[config.mk]
export PLATFORM = sky130hd
export DESIGN_NAME = eo_status_gen
export DESIGN_NICKNAME = d
export VERILOG_FILES = /design/src/rtl/eosg_pkg.sv /design/src/rtl/eosg_mode_dec.sv /design/src/rtl/eosg_toggle.sv /design/src/rtl/eosg_word_build.sv /design/src/rtl/eo_status_gen.sv
export SDC_FILE = /design/constraint.sdc
export NUM_CORES = 1
export LEC_CHECK = 0
export BUFFER_PORTS_ARGS = -buffer_cell sky130_fd_sc_hd__buf_2
export CORE_ASPECT_RATIO = 0.8
export CORE_MARGIN = 1.5
export CORE_UTILIZATION = 45
export CTS_BUF_LIST = sky130_fd_sc_hd__clkbuf_2
export CTS_CLUSTER_SIZE = 28
export DETAILED_ROUTE_END_ITERATION = 7
export MAX_ROUTING_LAYER = met4
export PLACE_DENSITY = 0.95
export SYNTH_ARGS = -nofsm -noshare
export SYNTH_HDL_FRONTEND = slang
export SYNTH_SLANG_ARGS = --single-unit
export TNS_END_PERCENT = 20
[constraint.sdc]
create_clock -name clk -period 2.2 [get_ports clk]
set_input_delay 0.22 -clock clk [delete_from_list [all_inputs] [get_ports clk]]
set_output_delay 0.22 -clock clk [all_outputs]
set_load 0.01 [all_outputs]
[src/rtl/eosg_pkg.sv]
package eosg_pkg;

  typedef enum logic [1:0] {
    OPK_NONE  = 2'd0,
    OPK_PROG  = 2'd1,
    OPK_ERASE = 2'd2,
    OPK_RSVD  = 2'd3
  } opk_e;

  typedef enum logic [1:0] {
    MD_ARRAY = 2'd0,
    MD_PROG  = 2'd1,
    MD_ERASE = 2'd2,
    MD_ESUSP = 2'd3
  } rd_mode_e;

  localparam int STAT_W = 8;
  localparam int B_POLL = 7;
  localparam int B_TOGA = 6;
  localparam int B_TERR = 5;
  localparam int B_ERUN = 3;
  localparam int B_TOGB = 2;
  localparam int B_ABRT = 1;

endpackage

[src/rtl/eosg_mode_dec.sv]
module eosg_mode_dec
  import eosg_pkg::*;
#(
  parameter int NSECT  = 16,
  parameter int SECT_W = 4
) (
  input  logic [1:0]        op_kind,
  input  logic              busy,
  input  logic              suspended,
  input  logic [NSECT-1:0]  erase_sel,
  input  logic [SECT_W-1:0] rd_sector,
  output rd_mode_e          mode,
  output logic              sect_hit
);

  logic [NSECT-1:0] sect_dec;
  opk_e             kind;

  genvar g;
  generate
    for (g = 0; g < NSECT; g++) begin : g_dec
      assign sect_dec[g] = erase_sel[g] && (rd_sector == SECT_W'(g));
    end
  endgenerate

  assign sect_hit = |sect_dec;

  always_comb begin
    kind = opk_e'(op_kind);
    mode = MD_ARRAY;
    if (suspended && kind == OPK_ERASE) begin
      mode = sect_hit ? MD_ESUSP : MD_ARRAY;
    end else if (busy && !suspended) begin
      case (kind)
        OPK_PROG:  mode = MD_PROG;
        OPK_ERASE: mode = MD_ERASE;
        default:   mode = MD_ARRAY;
      endcase
    end
  end

endmodule

[src/rtl/eosg_toggle.sv]
module eosg_toggle (
  input  logic clk,
  input  logic rst_n,
  input  logic adv,
  output logic q
);

  logic q_nx;

  always_comb begin
    q_nx = ~q;
  end

  always_ff @(posedge clk or negedge rst_n) begin
    if (!rst_n) begin
      q <= 1'b0;
    end else if (adv) begin
      q <= q_nx;
    end
  end

endmodule

[src/rtl/eosg_word_build.sv]
module eosg_word_build
  import eosg_pkg::*;
#(
  parameter int DATA_W = 16
) (
  input  rd_mode_e          mode,
  input  logic              sect_hit,
  input  logic              tog_a,
  input  logic              tog_b,
  input  logic              time_exceeded,
  input  logic              erase_begun,
  input  logic              buf_abort,
  input  logic [DATA_W-1:0] prog_data,
  input  logic [DATA_W-1:0] array_data,
  output logic [DATA_W-1:0] word
);

  logic [STAT_W-1:0] stat;

  always_comb begin
    stat = '0;
    case (mode)
      MD_PROG: begin
        stat[B_POLL] = ~prog_data[B_POLL];
        stat[B_TOGA] = tog_a;
        stat[B_TERR] = time_exceeded;
        stat[B_TOGB] = 1'b1;
        stat[B_ABRT] = buf_abort;
      end
      MD_ERASE: begin
        stat[B_TOGA] = tog_a;
        stat[B_TERR] = time_exceeded;
        stat[B_ERUN] = erase_begun;
        stat[B_TOGB] = sect_hit ? tog_b : 1'b1;
      end
      MD_ESUSP: begin
        stat[B_POLL] = 1'b1;
        stat[B_TOGA] = tog_a;
        stat[B_TOGB] = tog_b;
      end
      default: stat = '0;
    endcase
  end

  always_comb begin
    if (mode == MD_ARRAY) begin
      word = array_data;
    end else begin
      word = {{(DATA_W-STAT_W){1'b0}}, stat};
    end
  end

endmodule

[src/rtl/eo_status_gen.sv]
module eo_status_gen
  import eosg_pkg::*;
#(
  parameter int DATA_W = 16,
  parameter int NSECT  = 16,
  parameter int SECT_W = (NSECT > 1) ? $clog2(NSECT) : 1
) (
  input  logic              clk,
  input  logic              rst_n,
  input  logic [1:0]        op_kind,
  input  logic              busy,
  input  logic              suspended,
  input  logic              time_exceeded,
  input  logic              erase_begun,
  input  logic              buf_abort,
  input  logic              hw_reset,
  input  logic [DATA_W-1:0] prog_data,
  input  logic [NSECT-1:0]  erase_sel,
  input  logic              rd_req,
  input  logic [SECT_W-1:0] rd_sector,
  input  logic [DATA_W-1:0] array_data,
  output logic [DATA_W-1:0] rd_data,
  output logic              rd_valid,
  output logic              ready
);

  rd_mode_e          mode;
  logic              sect_hit;
  logic              tog_a;
  logic              tog_b;
  logic              adv_a;
  logic              adv_b;
  logic [DATA_W-1:0] word;
  logic [DATA_W-1:0] data_q, data_nx;
  logic              valid_q, valid_nx;
  logic              ready_q, ready_nx;

  eosg_mode_dec #(.NSECT(NSECT), .SECT_W(SECT_W)) u_dec (
    .op_kind   (op_kind),
    .busy      (busy),
    .suspended (suspended),
    .erase_sel (erase_sel),
    .rd_sector (rd_sector),
    .mode      (mode),
    .sect_hit  (sect_hit)
  );

  always_comb begin
    adv_a = rd_req && (mode == MD_PROG || mode == MD_ERASE);
    adv_b = rd_req && sect_hit && (mode == MD_ERASE || mode == MD_ESUSP);
  end

  eosg_toggle u_tog_a (.clk(clk), .rst_n(rst_n), .adv(adv_a), .q(tog_a));
  eosg_toggle u_tog_b (.clk(clk), .rst_n(rst_n), .adv(adv_b), .q(tog_b));

  eosg_word_build #(.DATA_W(DATA_W)) u_build (
    .mode          (mode),
    .sect_hit      (sect_hit),
    .tog_a         (tog_a),
    .tog_b         (tog_b),
    .time_exceeded (time_exceeded),
    .erase_begun   (erase_begun),
    .buf_abort     (buf_abort),
    .prog_data     (prog_data),
    .array_data    (array_data),
    .word          (word)
  );

  always_comb begin
    data_nx  = rd_req ? word : data_q;
    valid_nx = rd_req;
    ready_nx = !(busy || hw_reset);
  end

  always_ff @(posedge clk or negedge rst_n) begin
    if (!rst_n) begin
      data_q  <= '0;
      valid_q <= 1'b0;
      ready_q <= 1'b0;
    end else begin
      data_q  <= data_nx;
      valid_q <= valid_nx;
      ready_q <= ready_nx;
    end
  end

  assign rd_data  = data_q;
  assign rd_valid = valid_q;
  assign ready    = ready_q;

endmodule

## After elaboration in Yosys (flattened, before gate mapping)

Cells that the tools add are included.

| operators by class | value |
|---|---|
| reduce and logical (&&, ||, !) cells | 31 |
| bitwise logic cells | 3 |
| equal/unequal tests | 20 |
| multiplexer cells | 12 |

Operators with widths:

| kind | number |
|---|---|
| $eq A4 B4 Y1 const B | 8 |
| $logic_and A1 B1 Y1 | 21 |
| $eq A4 B3 Y1 const B | 4 |
| $mux W16 | 1 |
| $reduce_or A16 Y1 | 1 |
| $eq A4 B2 Y1 const B | 2 |
| $eq A2 B2 Y1 const B | 3 |
| $mux W2 | 3 |
| $mux W1 | 5 |
| $eq A2 B1 Y1 const B | 2 |
| $eq A4 B1 Y1 const B | 1 |
| $logic_not A4 Y1 | 1 |
| $pmux W2 S2 | 1 |
| $logic_or A1 B1 Y1 | 3 |
| $not A1 Y1 | 3 |
| $pmux W1 S3 | 1 |
| $reduce_or A3 Y1 | 1 |
| $logic_not A1 Y1 | 2 |
| $logic_not A2 Y1 | 1 |
| $pmux W1 S2 | 1 |
| $reduce_or A2 Y1 | 1 |

| word-level totals | value |
|---|---|
| input port bits | 63 |
| word-level logic and storage cells | 71 |
| output and inout port bits | 18 |
| bits in registers | 20 |

## Depth between registers and ports, before layout

Gate-level depths: netlist (run 1).

| depth | value |
|---|---|
| depth after elaboration | 9 |
| gate-level depth with buffers | 9 |
| mapped depth without buffers | 9 |

## Modules after synthesis

From an unflattened synthesis (run 1), not the netlist that was laid out.

| unflattened totals | value |
|---|---|
| cell total of the unflattened synthesis | 94 |
| area total of the unflattened synthesis | 1218.7 um^2 |

By module, submodules not included:

| module | cells each | times used | area an instance (um^2) | sequential area each (um^2) |
|---|---|---|---|---|
| eo_status_gen | 42 | 1 | 740.7 | 450.4 |
| eosg_word_build | 38 | 1 | 239.0 | 0.0 |
| eosg_mode_dec | 10 | 1 | 171.4 | 0.0 |
| eosg_toggle | 2 | 2 | 33.8 | 25.0 |

## Least setup slack after synthesis (run 1)

OpenSTA, ideal clock, no wires.

| timing | value |
|---|---|
| path kind | input -> register |
| start point | input port rd_sector[0] |
| end point | register data_q[7] (netlist: rd_data[7]) |
| path buffers | 0 |
| setup time | 137 ps |
| required time | 2063 ps |
| setup slack | -38 ps |
| arrival time | 2101 ps |
| stages | 8 |
| cells stage by stage | mux4_1 -> a22o_1 -> o21a_4 -> or2_1 -> ha_1 -> nor2b_1 -> a221oi_1 -> a21oi_1 |

| on the way | value |
|---|---|
| cells in the longest elaborated chain, start to end | 8 |
| elaborated cells on any way between the ends | 40 |
| those cells by class | eq/ne (17); mux (4); reduce/logical (19) |

RTL lines:

| item | RTL line | text |
|---|---|---|
| start, declared | eo_status_gen.sv:20 | `input logic [SECT_W-1:0] rd_sector,` |
| $eq A4 B1 Y1, or another cell as far along | eosg_mode_dec.sv:22 | `assign sect_dec[g] = erase_sel[g] && (rd_sector == SECT_W'(g));` |
| $logic_and A1 B1 Y1 | eosg_mode_dec.sv:22 |  |
| $reduce_or A16 Y1 (*) | eosg_mode_dec.sv:26 | `assign sect_hit = \|sect_dec;` |
| $mux W2 (*) | eosg_mode_dec.sv:32 | `mode = sect_hit ? MD_ESUSP : MD_ARRAY;` |
| $mux W2 (*) | eosg_mode_dec.sv:31 | `if (suspended && kind == OPK_ERASE) begin` |
| $eq A2 B2 Y1 or $eq A2 B1 Y1 (tied branches) | eosg_word_build.sv:22 | `case (mode)` |
| $pmux W1 S2 | eosg_word_build.sv:22 |  |
| $mux W16 (*) | eosg_word_build.sv:46 | `if (mode == MD_ARRAY) begin` |
| end signal, assigned | eo_status_gen.sv:81 | `data_q <= data_nx;` |
| end, declared | eo_status_gen.sv:34 | `logic [DATA_W-1:0] data_q, data_nx;` |

Every way passes the cells marked *; elsewhere a longest branch is shown, timed or not.
A chain may end at the register's enable or synchronous reset.

## Final worst setup path (run 1)

| timing | value |
|---|---|
| start point | input port rd_sector[0] |
| end point | register u_tog_a.q |

| on the way | value |
|---|---|
| cells in the longest elaborated chain, start to end | 8 |
| elaborated cells on any way between the ends | 39 |
| those cells by class | eq/ne (17); mux (2); reduce/logical (20) |

RTL lines:

| item | RTL line | text |
|---|---|---|
| $eq A4 B1 Y1, or another cell as far along | eosg_mode_dec.sv:22 |  |
| $logic_and A1 B1 Y1 | eosg_mode_dec.sv:22 |  |
| $reduce_or A16 Y1 (*) | eosg_mode_dec.sv:26 |  |
| $mux W2 (*) | eosg_mode_dec.sv:32 |  |
| $mux W2 (*) | eosg_mode_dec.sv:31 |  |
| $eq A2 B1 Y1 or $eq A2 B2 Y1 (tied branches) | eo_status_gen.sv:49 | `adv_a = rd_req && (mode == MD_PROG \|\| mode == MD_ERASE);` |
| $logic_or A1 B1 Y1 (*) | eo_status_gen.sv:49 |  |
| $logic_and A1 B1 Y1 (*) | eo_status_gen.sv:49 |  |
| end signal, assigned | eosg_toggle.sv:18 | `q <= q_nx;` |
| end, declared | eosg_toggle.sv:5 | `output logic q` |

Marked as above.

==> metrics.txt, run 1 <==
status completed; Hold Crit Class input port to flip-flop; Peak supply drop ~700 uV; WL/cell 14.0 um; EDFF count, synth 0; Post-Syn Area per Cell 10.8 um2; period utilization a little over nine tenths; FILL cells 189; ANT cells 0; DR iter-0 viols 27; slew margin rel. about 68%; Setup violations, final 0; num rows 16; cell area after layout about 0.0016 mm2; # DRC 0; initial antenna violation count 0; post-synth top area cell dfrtp_1; Synth Net Count 170; initial core utilization ~47%; die height 47.9 um; clock skew about 0.00075 ns; Worst-Skew Late Latency 0.32 ns; reg2reg setup slack 1.22 ns; Vias/cell approximately 5.2; Routed Antenna Nets 0; Root Buffer Master clkbuf_2; GR Util met2 36.7%; placed cells between 200 and 250; CP Data Required Time 2.43 ns; Final min period 2.12 ns; Clock Pin Slew Worst Setup and Hold Paths 0.20 ns; slowest stage delay, CP 0.51 ns; H-tree depth 1; max-cap violations 0; hold path cells 2; final non-filler cell total between 200 and 250; Min-Delay Endpoint ready$_DFF_PN0_; IO Port Bufs 65; Critical Path Start Type input port; P_leak about 0.8 nW; GR Util met3 4.59%; gr ovfl total 0; number of CTS-inserted buffers 3; crit-path cells clkbuf_4, mux4_2, a22o_4, o21a_4, or2_1, buf_4, inv_2, ha_2, nand2b_1, xnor2_1; Crit. End Element flip-flop; Async S/R FF share, synth 100%; placed wire-length estimate ~2400 um; R2R Path End rd_data[6]$_DFFE_PN0P_; register bit count reported by yosys 20; clk sinks 20; drt first pass iters 4; Yosys top cell area share approximately 44%; slowest CP cell mux4_2; Yosys cell types 34; largest net degree at the start of global routing 24; RSZ-0062 raised after global routing no; Fin Hold WS 0.0288 ns; CP Data Arrival Time about 2.3 ns; Critical Path Fanout Max 4; via count of the routed design 1118; die width 59.1 um; worst slew pin tran roughly 0.48 ns; Core ar. ~0.0024 mm2; vias in the first global route 966; global-route met1 utilization 26.3%; total wire length 3020 um; max frequency 0.473 GHz; layout cells sized above 1 51.7%; Mapped Area 0.00113 mm2; Worst Reg-to-Reg Cells 2; DIE AREA 0.00283 mm2; largest cells by area after synthesis dfrtp_1, mux4_1, o2bb2ai_1; # IOs 81; first-pass GRT wire length 4300 um; register area share after synthesis approximately 44%; area delta synth->final 42.2%; ys flop type dfrtp_1; yosys warns 0; final hold vios 0; postcts setup bufs 0; Mapped Cells 105; Power Dens Cells 610 mW/mm2; kind of critical path input port to flip-flop; Global Route Usage Sum 21.3%; Hold Crit Start busy; worst r2r src u_tog_a.q$_DFFE_PN0P_; deepest clock path buffer count 2; top-count cell post-synth dfrtp_1; fin. max-slew vios 0; Nets 246; busiest grt layer met2; cell area after placement between 0.0015 and 0.002 mm2; Final Wtd Congestion 0.777; TritonCTS clock tree built; top cells by count, synth dfrtp_1, nand2_1, nor2_1
[where the power goes]
| part | internal, mW | switching, mW | leakage [nW] |
|---|---|---|---|
| Combinational | 0.133 | 0.123 | 0.529 |
| Sequential | 0.421 | 0.0312 | 0.243 |
| Clock | 0.157 | 0.117 | 0.0266 |
| Total | 0.711 | 0.272 | 0.798 |
[area by class of cell]
cell class                      count  area (um2)  area share [%]
Tap cell                           36        45.0            2.80
Clock inverter                      1        30.0            1.86
Inverter                            5        18.8            1.17
Multi-Input combinational cell     76         593            36.8
Clock buffer                        3        15.0           0.932
Timing Repair Buffer               75         408            25.3
Sequential cell                    20         500            31.1
[cells by family (layout without fill, tap and decap cells)]
logic type               after synthesis  in the layout  synth area share (%)
AO/OA/AOI/OAI                         29             29                  21.2
AND/OR/NAND/NOR                       39             39                  18.2
adder cells (fa/ha/maj)                2              2                  2.21
multiplexers                           4              4                  8.95
XOR/XNOR                               2              2                  1.55
buffers and inverters                  9             84                  3.65
flip-flops                            20             20                  44.2
[layer usage]
metal / wire, um / vias up
met4: 19 / 0
li1: - / 533
met2: 1550 / 29
met3: 132 / 3
met5: 0 / -
met1: 1310 / 553
[how the worst max path moves through the flow]
stage / cells after the start / start / endpoint / slack (ns)
2_1_floorplan: 8 / rd_sector[0] / rd_data[7]$_DFFE_PN0P_ / -0.02
3_3_place_gp: 10 / rd_sector[0] / u_tog_a.q$_DFFE_PN0P_ / -0.19
3_5_place_dp: 10 / rd_sector[0] / rd_data[2]$_DFFE_PN0P_ / -0.32
4_1_cts: 10 / rd_sector[0] / rd_data[2]$_DFFE_PN0P_ / 0.05
5_1_grt: 11 / rd_sector[0] / rd_data[5]$_DFFE_PN0P_ / 0.009
6_report: 10 / rd_sector[0] / u_tog_a.q$_DFFE_PN0P_ / 0.08
[critical path, delay by kind of cell]
family | cells | cell delay [ns]
muxes | 1 | 0.51
buffers and inverters | 3 | 0.33
AOI/OAI and AO/OA | 2 | 0.49
xor gates and xnor gates | 1 | 0.15
and+or+nand+nor | 2 | 0.39
adders and majority gates | 1 | 0.26
[flip-flops by register name (all words and copies together) (netlist names)]
signal and cells:
rd_valid 1, u_tog_b.q 1, ready 1, u_tog_a.q 1, rd_data 16
[per-stage QoR]
| step | setup TNS (ns) | setup WS [ns] | power [mW] | utilization (%) |
|---|---|---|---|---|
| 6_report | 0 | 0.0847 | 0.982 | 66.5 |
| 5_1_grt | 0 | 0.00948 | 1.03 | 66.5 |
| 4_1_cts | 0 | 0.0454 | 0.990 | 66.4 |
| 3_5_place_dp | -1.55 | -0.322 | 0.711 | 63.7 |
| 3_3_place_gp | -0.936 | -0.185 | 0.695 | 63.7 |
| 2_1_floorplan | -0.0168 | -0.0168 | 0.587 | - |
[cell usage in the layout (no fill, tap or decap), types with 2 or more instances in the layout]
cell           synthesis  layout
buf_4                  0       8
nand2_1               12      12
o21ai_0                3       3
buf_2                  0      64
mux4_2                 1       4
nor3_1                 2       2
inv_1                  4       4
dfrtp_1               20      20
o211ai_1               2       2
clkbuf_2               0       3
nor2b_1                5       5
a21oi_1                4       4
nor2_1                10      10
a31oi_1                3       3
and4bb_2               2       2
ha_2                   0       2
o2bb2ai_1              9       9
and2_1                 3       3
dlygate4sd3_1          0       2
[what timing repair did]
item	CTS	global route
hold endpoints to repair	21	0
hold buffers	2	0
resized for setup	0	3
endpoints found under the setup margin	0	1
No activity file was read; power rests on OpenSTA's default activity.
==> run 2, diff against run 1 <==
CORE_MARGIN = 2   (was 1.5)
clock period = 2.6 ns   (was 2.2 ns; I/O delays follow)
==> run 2 against run 1 <==
Hold slack better by 0.060 ns. Count of clock-buffer cells in the layout unchanged. Total power down 28%. Cell area down 5.4%. Global-route usage down 2.4 points. Largest cell class unchanged. Highest routed layer unchanged.
==> metrics.txt, run 2 (same netlist as run 1, synthesis figures left out) <==
# DRC 0; Worst Reg-to-Reg Cells 2; reg2reg setup slack between 1.5 and 2 ns; Global Route Usage Sum 18.8%; drt first pass iters 4; Hold Crit Start hw_reset; placed wire-length estimate 2170 um; P_leak 0.760 nW; first-pass GRT wire length 4240 um; DIE AREA between 0.002 and 0.003 mm2; setup_tns 0 ns; Min-Delay Endpoint ready$_DFF_PN0_; Final min period 2.28 ns; power share of the sequential group between 50% and 60%; net switching power 212 uW; Clk network pwr share 17.2%; Critical Path Fanout Max 4; DR iter-0 viols 64; max frequency 0.439 GHz; IO Port Bufs 65; Root Buffer Master clkbuf_2; Hold Crit Class input port to flip-flop; Setup violations, final 0; most frequent cells in the layout buf_2, dfrtp_1, nand2_1; clock skew roughly 0.00015 ns; worst slew pin tran 0.430 ns; clk sinks 20; num rows 16; Internal 491 uW; Worst-Skew Late Latency roughly 0.30 ns; Nets 239; worst r2r src u_tog_a.q$_DFFE_PN0P_; number of CTS-inserted buffers 3; post_cts resized 0; placed cells around 200; Clock Pin Slew Worst Setup and Hold Paths between 0.15 and 0.2 ns; max FFs per register 16; total wire length roughly 2600 um; WL/cell 12.6 um; layout cells sized above 1 a little under half; max-cap violations 0; largest net degree at the start of global routing 24; ANT cells 0; Vias/cell 5.27; initial core utilization 46.7%; Core ar. 0.00242 mm2; period utilization 87.6%; H-tree depth 1; Crit. End Element flip-flop; Final Wtd Congestion 0.750; R2R Path End rd_data[6]$_DFFE_PN0P_; switching part of the total power 30.1%; postcts setup bufs 0; CTS Hold Bufs 1; final hold vios 0; TritonCTS clock tree built; status completed; deepest clock path buffer count 2; fin. max-slew vios 0; Power Dens Cells between 400 and 500 mW/mm2; initial antenna violation count 0; fin util 62.9%; die height 48.9 um; vias in the first global route 1038; Critical Path Start Type input port; die width ~60 um; area delta synth->final 34.6%; gr ovfl total 0; # IOs slightly above 80; slew margin rel. a little under three quarters; Peak supply drop 153 uV; kind of critical path input port to flip-flop; power share of the combinational group about 28%; RSZ-0062 raised after global routing no; Routed Antenna Nets 0; via count of the routed design 1102; final non-filler cell total 209; CP Data Required Time 2.80 ns; commonest non-fill, non-tap cell in the layout buf_2; hold path cells 2; CP Data Arrival Time about 2.5 ns
run 2: cell count changes in the layout (fill, tap and decap cells not counted), moves of 2 or more:
cell / delta
ha_2: -2
ha_1: +2
mux4_1: +3
mux4_2: -3
buf_4: -6
run 2: worst max-delay path by stage:
| stage | start | to | depth (start not counted) |
|---|---|---|---|
| final | rd_sector[0] | rd_data[7]$_DFFE_PN0P_ | 9 |
| after floorplan | rd_sector[0] | rd_data[7]$_DFFE_PN0P_ | 8 |
| after CTS | rd_sector[0] | rd_data[7]$_DFFE_PN0P_ | 9 |
| after detailed placement | rd_sector[0] | rd_data[7]$_DFFE_PN0P_ | 9 |
| after global routing | rd_sector[0] | rd_data[7]$_DFFE_PN0P_ | 9 |
| after global placement | rd_sector[0] | rd_data[7]$_DFFE_PN0P_ | 9 |
run 2: power by group through the flow:
stage                     combinational (mW)  clock, mW  sequential, mW
after global placement                 0.191          0           0.385
after global routing                   0.221      0.136           0.388
after CTS                              0.201      0.126           0.383
after floorplan                       0.0936          0           0.400
final                                  0.198      0.121           0.383
after detailed placement               0.200          0           0.388
run 2: layout make-up:
type,count,area [um2]
Clock inverter,1,3.75
Timing Repair Buffer,68,350
Multi-Input combinational cell,76,591
Sequential cell,20,500
Fill cell,209,898
Tap cell,36,45.0
Clock buffer,3,15.0
Inverter,5,18.8
run 2: routing by layer:
| metal | share of wire [%] | vias up | GRT usage (%) | wire, um |
|---|---|---|---|---|
| met1 | 39 | 502 | 22.2 | 1040 |
| met5 | 0 | - | - | 0 |
| met4 | 0.57 | 0 | 4.44 | 15 |
| met3 | 9.5 | 4 | 1.33 | 250 |
| li1 | - | 524 | - | - |
| met2 | 51 | 72 | 34.2 | 1330 |
run 2: through the flow:
step                      worst slack (ns)  hold slack (ns)  instance area, um2  power, mW
after floorplan                      0.322          -0.0356                1130      0.494
after global placement              0.0866            0.213                1500      0.577
after detailed placement           0.00913            0.221                1500      0.588
after CTS                            0.352           0.0699                1520      0.710
after global routing                 0.216           0.0786                1520      0.744
final                                0.323           0.0888                1520      0.703
run 2: critical path: stages:
cell and delay, ns:
buf_2 0.14, mux4_1 0.55, a22o_2 0.27, o21a_4 0.22, or2_1 0.25, ha_1 0.21, nor2b_1 0.14, a221oi_1 0.33
a21oi_1 0.11
==> run 3, diff against run 2 <==
BUFFER_PORTS_ARGS = not set   (was -buffer_cell sky130_fd_sc_hd__buf_2)
CORE_ASPECT_RATIO = not set   (was 0.8)
CORE_UTILIZATION = 52   (was 45)
DONT_BUFFER_PORTS = 1   (was not set)
PLACE_DENSITY = 0.75   (was 0.95)
==> run 3 against run 2 <==
Clock power barely moved. Fmax is 5.1% higher. Global-route usage grew 1.2 points. Count of clock-buffer cells in the layout stayed put. Core utilization fell by 2.9 points. Sequential power grew 5.2%. Largest cell class unchanged.
==> metrics.txt, run 3 (same netlist as run 1, synthesis figures left out) <==
first-pass GRT wire length 3940 um; CP Data Required Time 2.80 ns; ANT cells 0; area of the multi-input gates 591 um2; Final min period 2.17 ns; cell area after placement 0.00114 mm2; Final Wtd Congestion 0.835; Critical Path Start Type input port; switching part of the total power between 20 and 30%; DR iter-0 viols 9; initial core utilization 56.6%; Internal roughly 450 uW; vias in the first global route 935; deepest clock path buffer count 2; TritonCTS clock tree built; clock skew between 0.0002 and 0.0003 ns; gr ovfl total 0; via count of the routed design 842; final hold vios 0; setup_tns 0 ns; Nets 175; layout cells sized above 1 11.9%; kind of critical path input port to flip-flop; number of CTS-inserted buffers 3; max-cap violations 0; die height approximately 51 um; Setup violations, final 0; period utilization 83.3%; status completed; CP Data Arrival Time 2.37 ns; commonest non-fill, non-tap cell in the layout dfrtp_1; cell area after layout approximately 0.0012 mm2; # DRC 0; postcts setup bufs 0; fin. max-slew vios 0; Core ar. 0.00200 mm2; Clk network pwr share 19.0%; H-tree depth 1; fin util 60.1%; worst slew pin tran a little under 0.9 ns; Hold Crit Class input port to flip-flop; power share of the combinational group 17.6%; total wire length 2350 um; Vias/cell 6.19; P_leak 0.502 nW; Global Route Usage Sum between 20 and 25%; placed wire-length estimate ~1800 um; power share of the sequential group between 60% and 70%; Crit. End Element flip-flop; DIE AREA 0.00257 mm2; Fin Hold WS 0.0470 ns; Critical Path Fanout Max 7; slew margin rel. 41.8%; initial antenna violation count 0; Total Power 635 uW; clk sinks 20; max frequency 0.461 GHz; Worst-Skew Late Latency roughly 0.3 ns; drt first pass iters 4; net switching power 186 uW; area delta synth->final 6.19%; storage element area between 500 and 600 um2; die width about 51 um; most frequent cells in the layout dfrtp_1, nand2_1, nor2_1; Routed Antenna Nets 0; max FFs per register 16; IO Port Bufs 0; FILL cells 177; # IOs 81; num rows 16; Power Dens Cells 528 mW/mm2; Clock Pin Slew Worst Setup and Hold Paths 0.18 ns; Peak supply drop between 200 and 250 uV; Root Buffer Master clkbuf_2; WL/cell ~17 um; largest net degree at the start of global routing 23; RSZ-0062 raised after global routing no
## run 3: power by group through the flow
stage	clock network [mW]	logic, mW	registers [mW]
after detailed placement	0	0.102	0.409
after CTS	0.127	0.113	0.403
after global placement	0	0.0965	0.408
after global routing	0.135	0.128	0.410
after floorplan	0	0.0936	0.400
final	0.121	0.112	0.403
## run 3: final cells by class
type                       instances  area share, %
clock buffer                       3           1.25
multi-input combinational         76           49.1
timing repair buffer               4           3.33
inverter                           5           1.56
tap                               27           2.81
sequential                        20           41.6
clock inverter                     1          0.312
## run 3: path summary, 6_finish.rpt
check                                      start                endpoint  slack [ns]  cells after the start
setup / recovery                    rd_sector[0]  rd_data[7]$_DFFE_PN0P_        0.43                      8
hold / removal                            rd_req  rd_data[2]$_DFFE_PN0P_        0.05                      1
setup reg to reg           u_tog_a.q$_DFFE_PN0P_  rd_data[6]$_DFFE_PN0P_        1.65                      2
hold reg to reg            u_tog_a.q$_DFFE_PN0P_   u_tog_a.q$_DFFE_PN0P_        0.49                      1
max in group asynchronous                  rst_n         ready$_DFF_PN0_        1.57                      1
min in group asynchronous                  rst_n  rd_data[4]$_DFFE_PN0P_        0.49                      1
## run 3: per-stage QoR
stage | worst slack, ns | cells
finish | 0.433 | 136
global route | 0.315 | 136
CTS | 0.497 | 136
detailed placement | 0.153 | 128
global placement | 0.183 | 128
floorplan | 0.322 | 105
## run 3: critical path, stage by stage
cell and delay, ns:
mux4_1 0.53, a22o_1 0.29, o21a_4 0.24, or2_1 0.26, ha_1 0.20, nor2b_1 0.13, a221oi_1 0.33, a21oi_1 0.11
## run 3: per-layer routing
layer | share of wire [%] | track usage, % | vias to the layer above | routed length (um)
li1 | - | - | 393 | -
met1 | 42 | 23.3 | 400 | 993
met2 | 50 | 36.8 | 47 | 1180
met3 | 6.7 | 2.08 | 2 | 158
met4 | 0.81 | 5.41 | 0 | 19
met5 | 0 | - | - | 0
## run 3: repair_timing
| action | in CTS | in global routing |
|---|---|---|
| resized for setup | 0 | 0 |
| hold endpoints to repair | 23 | 0 |
| hold buffers | 4 | 0 |
